**config.mk**
```make
export PLATFORM = sky130hd
export DESIGN_NAME = intr_pend_status
export DESIGN_NICKNAME = d
export VERILOG_FILES = /design/src/rtl/intr_pend_pkg.sv /design/src/rtl/intr_pend_ctrl.sv /design/src/rtl/intr_pend_datapath.sv /design/src/rtl/intr_pend_status.sv
export SDC_FILE = /design/constraint.sdc
export NUM_CORES = 1
export LEC_CHECK = 0
export ABC_AREA = 1
export BUFFER_PORTS_ARGS = -buffer_cell sky130_fd_sc_hd__buf_2
export CAP_MARGIN = 20
export CORE_UTILIZATION = 43
export CTS_CLUSTER_SIZE = 12
export DETAILED_ROUTE_END_ITERATION = 16
export PLACE_DENSITY = 0.72
export SLEW_MARGIN = 20
export SYNTH_ARGS = -nofsm -noshare
export SYNTH_HDL_FRONTEND = slang
export SYNTH_SLANG_ARGS = --single-unit
```
**constraint.sdc**
```tcl
create_clock -name clk -period 0.96 [get_ports clk]
set_clock_uncertainty 0.2 [all_clocks]
set_input_delay 0.144 -clock clk [delete_from_list [all_inputs] [get_ports clk]]
set_output_delay 0.144 -clock clk [all_outputs]
set_load 0.05 [all_outputs]
```
**src/rtl/intr_pend_pkg.sv**
```systemverilog
package intr_pend_pkg;
  localparam int REG_W   = 16;
  localparam int NUM_SRC = 5;
  localparam int SEL_W   = 3;

  // internal source index, equal to the acknowledge select code
  localparam int SRC_TMR  = 0;
  localparam int SRC_DMA0 = 1;
  localparam int SRC_DMA1 = 2;
  localparam int SRC_SER1 = 3;
  localparam int SRC_SER0 = 4;

  // bit positions in the status word
  localparam int BIT_TMR    = 0;
  localparam int BIT_DMA0   = 2;
  localparam int BIT_DMA1   = 3;
  localparam int BIT_EXT_LO = 4;
  localparam int BIT_SER1   = 9;
  localparam int BIT_SER0   = 10;

  localparam logic [REG_W-1:0] RES_MASK = 16'hF802;

  typedef struct packed {
    logic [NUM_SRC-1:0] clr;
    logic               capture;
  } ctrlStrobes_t;
endpackage

```
**src/rtl/intr_pend_ctrl.sv**
```systemverilog
module intr_pend_ctrl
  import intr_pend_pkg::*;
(
  input  logic             ackValid,
  input  logic [SEL_W-1:0] ackSel,
  input  logic             rdEn,
  output ctrlStrobes_t     strobes
);
  always_comb begin
    strobes.capture = rdEn;
    for (int i = 0; i < NUM_SRC; i++) begin
      strobes.clr[i] = ackValid && (ackSel == SEL_W'(i));
    end
  end
endmodule

```
**src/rtl/intr_pend_datapath.sv**
```systemverilog
module intr_pend_datapath
  import intr_pend_pkg::*;
#(
  parameter int EXT_W       = 5,
  parameter int SYNC_STAGES = 2,
  parameter int SER_FLAG_W  = 7
) (
  input  logic                  clk,
  input  logic                  rstN,
  input  logic                  tmrReq,
  input  logic [1:0]            dmaReq,
  input  logic [SER_FLAG_W-1:0] ser0Flags,
  input  logic                  ser0En,
  input  logic [SER_FLAG_W-1:0] ser1Flags,
  input  logic                  ser1En,
  input  logic [EXT_W-1:0]      extPin,
  input  ctrlStrobes_t          strobes,
  output logic [REG_W-1:0]      statusWord,
  output logic [REG_W-1:0]      rdData
);
  logic [NUM_SRC-1:0] srcSet;
  logic [NUM_SRC-1:0] pending;
  logic [EXT_W-1:0]   syncQ [SYNC_STAGES];

  always_comb begin
    srcSet[SRC_TMR]  = tmrReq;
    srcSet[SRC_DMA0] = dmaReq[0];
    srcSet[SRC_DMA1] = dmaReq[1];
    srcSet[SRC_SER1] = ser1En && (|ser1Flags);
    srcSet[SRC_SER0] = ser0En && (|ser0Flags);
  end

  // sticky request latches; a set wins over a clear in the same cycle
  for (genvar g = 0; g < NUM_SRC; g++) begin : g_pend
    always_ff @(posedge clk) begin
      if (!rstN)                pending[g] <= 1'b0;
      else if (srcSet[g])       pending[g] <= 1'b1;
      else if (strobes.clr[g])  pending[g] <= 1'b0;
    end
  end

  // pin synchronizer chain
  for (genvar s = 0; s < SYNC_STAGES; s++) begin : g_sync
    always_ff @(posedge clk) begin
      if (!rstN)       syncQ[s] <= '0;
      else if (s == 0) syncQ[s] <= extPin;
      else             syncQ[s] <= syncQ[(s == 0) ? 0 : s-1];
    end
  end

  always_comb begin
    statusWord = '0;
    statusWord[BIT_TMR]  = pending[SRC_TMR];
    statusWord[BIT_DMA0] = pending[SRC_DMA0];
    statusWord[BIT_DMA1] = pending[SRC_DMA1];
    statusWord[BIT_EXT_LO +: EXT_W] = syncQ[SYNC_STAGES-1];
    statusWord[BIT_SER1] = pending[SRC_SER1] && ser1En;
    statusWord[BIT_SER0] = pending[SRC_SER0] && ser0En;
  end

  always_ff @(posedge clk) begin
    if (!rstN)                rdData <= '0;
    else if (strobes.capture) rdData <= statusWord;
  end
endmodule

```
**src/rtl/intr_pend_status.sv**
```systemverilog
module intr_pend_status
  import intr_pend_pkg::*;
#(
  parameter int EXT_W       = 5,
  parameter int SYNC_STAGES = 2,
  parameter int SER_FLAG_W  = 7
) (
  input  logic                  clk,
  input  logic                  rstN,
  input  logic                  tmrReq,
  input  logic [1:0]            dmaReq,
  input  logic [SER_FLAG_W-1:0] ser0Flags,
  input  logic                  ser0En,
  input  logic [SER_FLAG_W-1:0] ser1Flags,
  input  logic                  ser1En,
  input  logic [EXT_W-1:0]      extPin,
  input  logic                  ackValid,
  input  logic [SEL_W-1:0]      ackSel,
  input  logic                  rdEn,
  output logic [REG_W-1:0]      rdData
);
  ctrlStrobes_t     strobes;
  logic [REG_W-1:0] statusWord;

  intr_pend_ctrl u_ctrl (
    .ackValid (ackValid),
    .ackSel   (ackSel),
    .rdEn     (rdEn),
    .strobes  (strobes)
  );

  intr_pend_datapath #(
    .EXT_W       (EXT_W),
    .SYNC_STAGES (SYNC_STAGES),
    .SER_FLAG_W  (SER_FLAG_W)
  ) u_dp (
    .clk        (clk),
    .rstN       (rstN),
    .tmrReq     (tmrReq),
    .dmaReq     (dmaReq),
    .ser0Flags  (ser0Flags),
    .ser0En     (ser0En),
    .ser1Flags  (ser1Flags),
    .ser1En     (ser1En),
    .extPin     (extPin),
    .strobes    (strobes),
    .statusWord (statusWord),
    .rdData     (rdData)
  );
endmodule

```
==> summary.md <==
| Metric | Value |
|---|---|
| CTS tree | yes |
| Vias | 872 |
| GRT busiest layer | met2 |
| Die Height | 48.7 µm |
| Synth Area in Adders | 0% |
| Critical Path Source Type | flip-flop |
| Crit end category | primary output |
| Fillcell total | 165 |
| Synth top area share | 53.4% |
| Max frequency | 851 MHz |
| Drt total wl | 1.91 mm |
| GRT overflow | 0 |
| Simple-gate share of the synthesized area | 22.2% |
| Failing checks | hold timing, setup timing |
| Reg2reg path depth | 3 |
| Crit path cell chain | buf_8 |
| PnR worst setup slack | -215 ps |
| Post-DR wirelength/cell | 9.54 µm |
| Root Driver | clkbuf_4 |
| Initial Utilization | 46.8% |
| Die X | 48.7 µm |
| Period utilisation layout | 122% |
| Final-report hold violation count | 5 |
| Avg Cell Area, Syn | 7.75 µm² |
| Die area | 0.00237 mm² |
| Antenna viol nets, final | 0 |
| Synth warnings | 0 |
| Setup violations, final | 11 |
| Worst-Skew Late Latency | 310 ps |
| Largest cells by area after synthesis | dfxtp_1 53%, nor2_1 12%, nand2_1 7.2%, o21ai_1 5.9%, buf_4 5.6% |
| # nets final | 205 |
| DRC | 0 |
| CP Buf/Inv Count | 1 |
| CP Max Fanout | 2 |
| Sink Count | 25 |
| Total CTS buffers | 3 |
| Flops & latches, synth | 25 |
| First-pass GRT wire length | 3.24 mm |
| Port Buffers | 40 |
| Crit path DAT | 830 ps |
| CP top delay family | flip-flops |
| Slowest-stage cell, CP | dfxtp_2 |
| FF-to-FF Start | u_dp.rdData[3]$_SDFFE_PN0P_ |
| Worst hold slack | -145 ps |
| Share of layout cells above drive strength 1 | 37.6% |
| Leak | 0.728 nW |
| Status | complete, but fails checks |
| Drt via density | 4.36 |
| Total core area | 0.00200 mm² |
| R2R Setup Slk | 20 ps |
| Max incr delay on CP | 370 ps |
| Post-synthesis xor/xnor area fraction | 0% |
| Critical path class | flip-flop to primary output |
| Min Tclk post-route | 1170 ps |
| Max-cap violations | 0 |
| Unrepaired setup endpoints after global routing | true |
| Largest family of logic cells by synthesized area | simple AND/OR/NAND/NOR gates |
| Ant. Diodes | 0 |
| Netlist Area Pre-Place | 937 µm² |
| Worst IR drop on VDD | 1.21 mV |
| Initial antenna violation count | 0 |
| DP Cell Count | 186 |
| M1 GR Usage | 17.9% |
| Post-synthesis mux area share | 0% |
| Vias in the first global route | 832 |
| CTS clock-pin slew for the worst setup and hold paths | 120 ps |
| Post-synthesis sequential area ratio | 53.4% |
| 1st-iter DRT viols | 14 |
| Drt pass-1 iters | 4 |
| Worst slack at placement | -61.7 ps |
| Hold path start | dmaReq[0] |
| Met3 usage | 5.35% |
| Reg-to-reg endpoint | u_dp.rdData[3]$_SDFFE_PN0P_ |
| Hold path depth | 3 |
| Mapped Cells | 121 |
| Clock H-tree levels | 1 |
| Cell row count | 16 |
| Final max-slew violation count | 0 |
| Synth-to-Final Area Change | 48.9% |
| Hold Path End | u_dp.statusWord[2]$_SDFFE_PN0P_ |
| Pwr dens | 1460 mW/mm² |
| Post-synth cell types | 15 |
| All-Layer GR Usage | 17.3% |
| Detailed Place HPWL | 1.34 mm |
| Cell taking the most area after synthesis | dfxtp_1 |
| HP Class | input port to flip-flop |
| Post-route insts no fill | 200 |
| I/O pin cnt | 47 |
| Compound-Gate Fraction of Synth Area | 10.9% |
| Largest net degree at the start of global routing | 22 |
| Worst EP required | 620 ps |
| Final GP Congestion | 0.789 |
| Met2 Use GR | 33.6% |
| Clock Path Buffers | 2 |
-- cell families after synthesis --
group | after synthesis
simple gates | 51
flops | 25
buf+inv | 25
compound gates | 19
other cells | 1
-- worst max path at each step --
stage | cells past startpoint | slack [ps] | start | end
after floorplan | 2 | 50 | u_dp.rdData[9]$_SDFFE_PN0P_ | u_dp.rdData[9]$_SDFFE_PN0P_
after global placement | 3 | -20 | rstN | u_dp.pending[3]$_SDFFE_PN0P_
after detailed placement | 3 | -60 | rstN | u_dp.pending[3]$_SDFFE_PN0P_
after CTS | 1 | -210 | u_dp.rdData[8]$_SDFFE_PN0P_ | rdData[8]
after global routing | 1 | -260 | u_dp.rdData[8]$_SDFFE_PN0P_ | rdData[8]
final | 1 | -210 | u_dp.rdData[2]$_SDFFE_PN0P_ | rdData[2]
-- cells in the mapped netlist --
cell type  instances
nor2_1            29
dfxtp_1           25
nand2_1           18
inv_1             14
o21ai_1           11
buf_4              7
a21oi_1            5
a21oi_2            2
buf_2              2
inv_2              2
nand3_1            2
conb_1             1
nand3_2            1
nor2_4             1
o21ai_0            1
-- flip-flops by register name, indices dropped and copies added (netlist names) --
signal and cells:
u_dp.rdData 10, u_dp.syncQ 10, u_dp.statusWord 3, u_dp.pending 2
-- layer usage --
| metal | part of all wire, % | up-vias | wire [µm] |
|---|---|---|---|
| met1 | 40 | 376 | 766 |
| met2 | 53 | 35 | 1020 |
| met4 | 0.42 | 0 | 8 |
| li1 | - | 459 | - |
| met3 | 5.9 | 2 | 112 |
| met5 | 0 | - | 0 |
-- worst register-to-register path: cells and delay by family (launching register included) --
family,cells,cell delay (ps)
AO/OA/AOI/OAI,1,120
buffers and inverters,1,130
flip-flops,1,350
AND/OR/NAND/NOR,1,50
-- power by group --
| group | switching (mW) | internal (mW) |
|---|---|---|
| logic | 0.263 | 0.194 |
| clock network | 0.280 | 0.162 |
| registers | 0.0356 | 1.10 |
-- through the flow --
| step | hold WS [ps] | total power [mW] | utilization, % | setup TNS, ps | area [µm²] |
|---|---|---|---|---|---|
| floorplan | 41.6 | 1.42 | - | 0 | 968 |
| global placement | 127 | 1.51 | 58.3 | -24.2 | 1170 |
| detailed placement | 133 | 1.52 | 58.3 | -228 | 1170 |
| CTS | -150 | 2.03 | 68.3 | -2050 | 1370 |
| global route | -141 | 2.14 | 69.7 | -2430 | 1400 |
| finish | -145 | 2.04 | 69.7 | -2030 | 1400 |
-- layout make-up --
type                            instances  area [µm²]  area share [%]
Clock buffer                            4        26.3            1.88
Inverter                               16        60.1            4.30
Multi-Input combinational cell         76         340            24.4
Sequential cell                        25         513            36.8
Tap cell                               27        33.8            2.42
Timing Repair Buffer                   52         422            30.2
-- placed cells by master, fill, tap and decap left out --
cell type	n
nor2_1	29
buf_2	29
nand2_1	18
dfxtp_1	15
inv_1	14
dfxtp_2	10
o21ai_1	9
dlygate4sd3_1	8
buf_8	8
conb_1	6
a21oi_1	5
clkbuf_4	3
buf_6	3
buf_4	3
inv_2	2
o21ai_2	2
nand3_1	2
a21oi_2	2
nor2_4	1
o21ai_0	1
nand3_2	1
clkbuf_1	1
buf_12	1
-- what timing repair did --
action / in CTS / in global routing
gates resized for setup: 25 / 6
hold buffers: 7 / 1
setup buffers: 3 / 0
pin swaps: 0 / 0
endpoints found under the setup margin: 10 / 13
endpoints found under the hold margin: 12 / 5
Note: power is estimated with default switching activity, not from simulation.
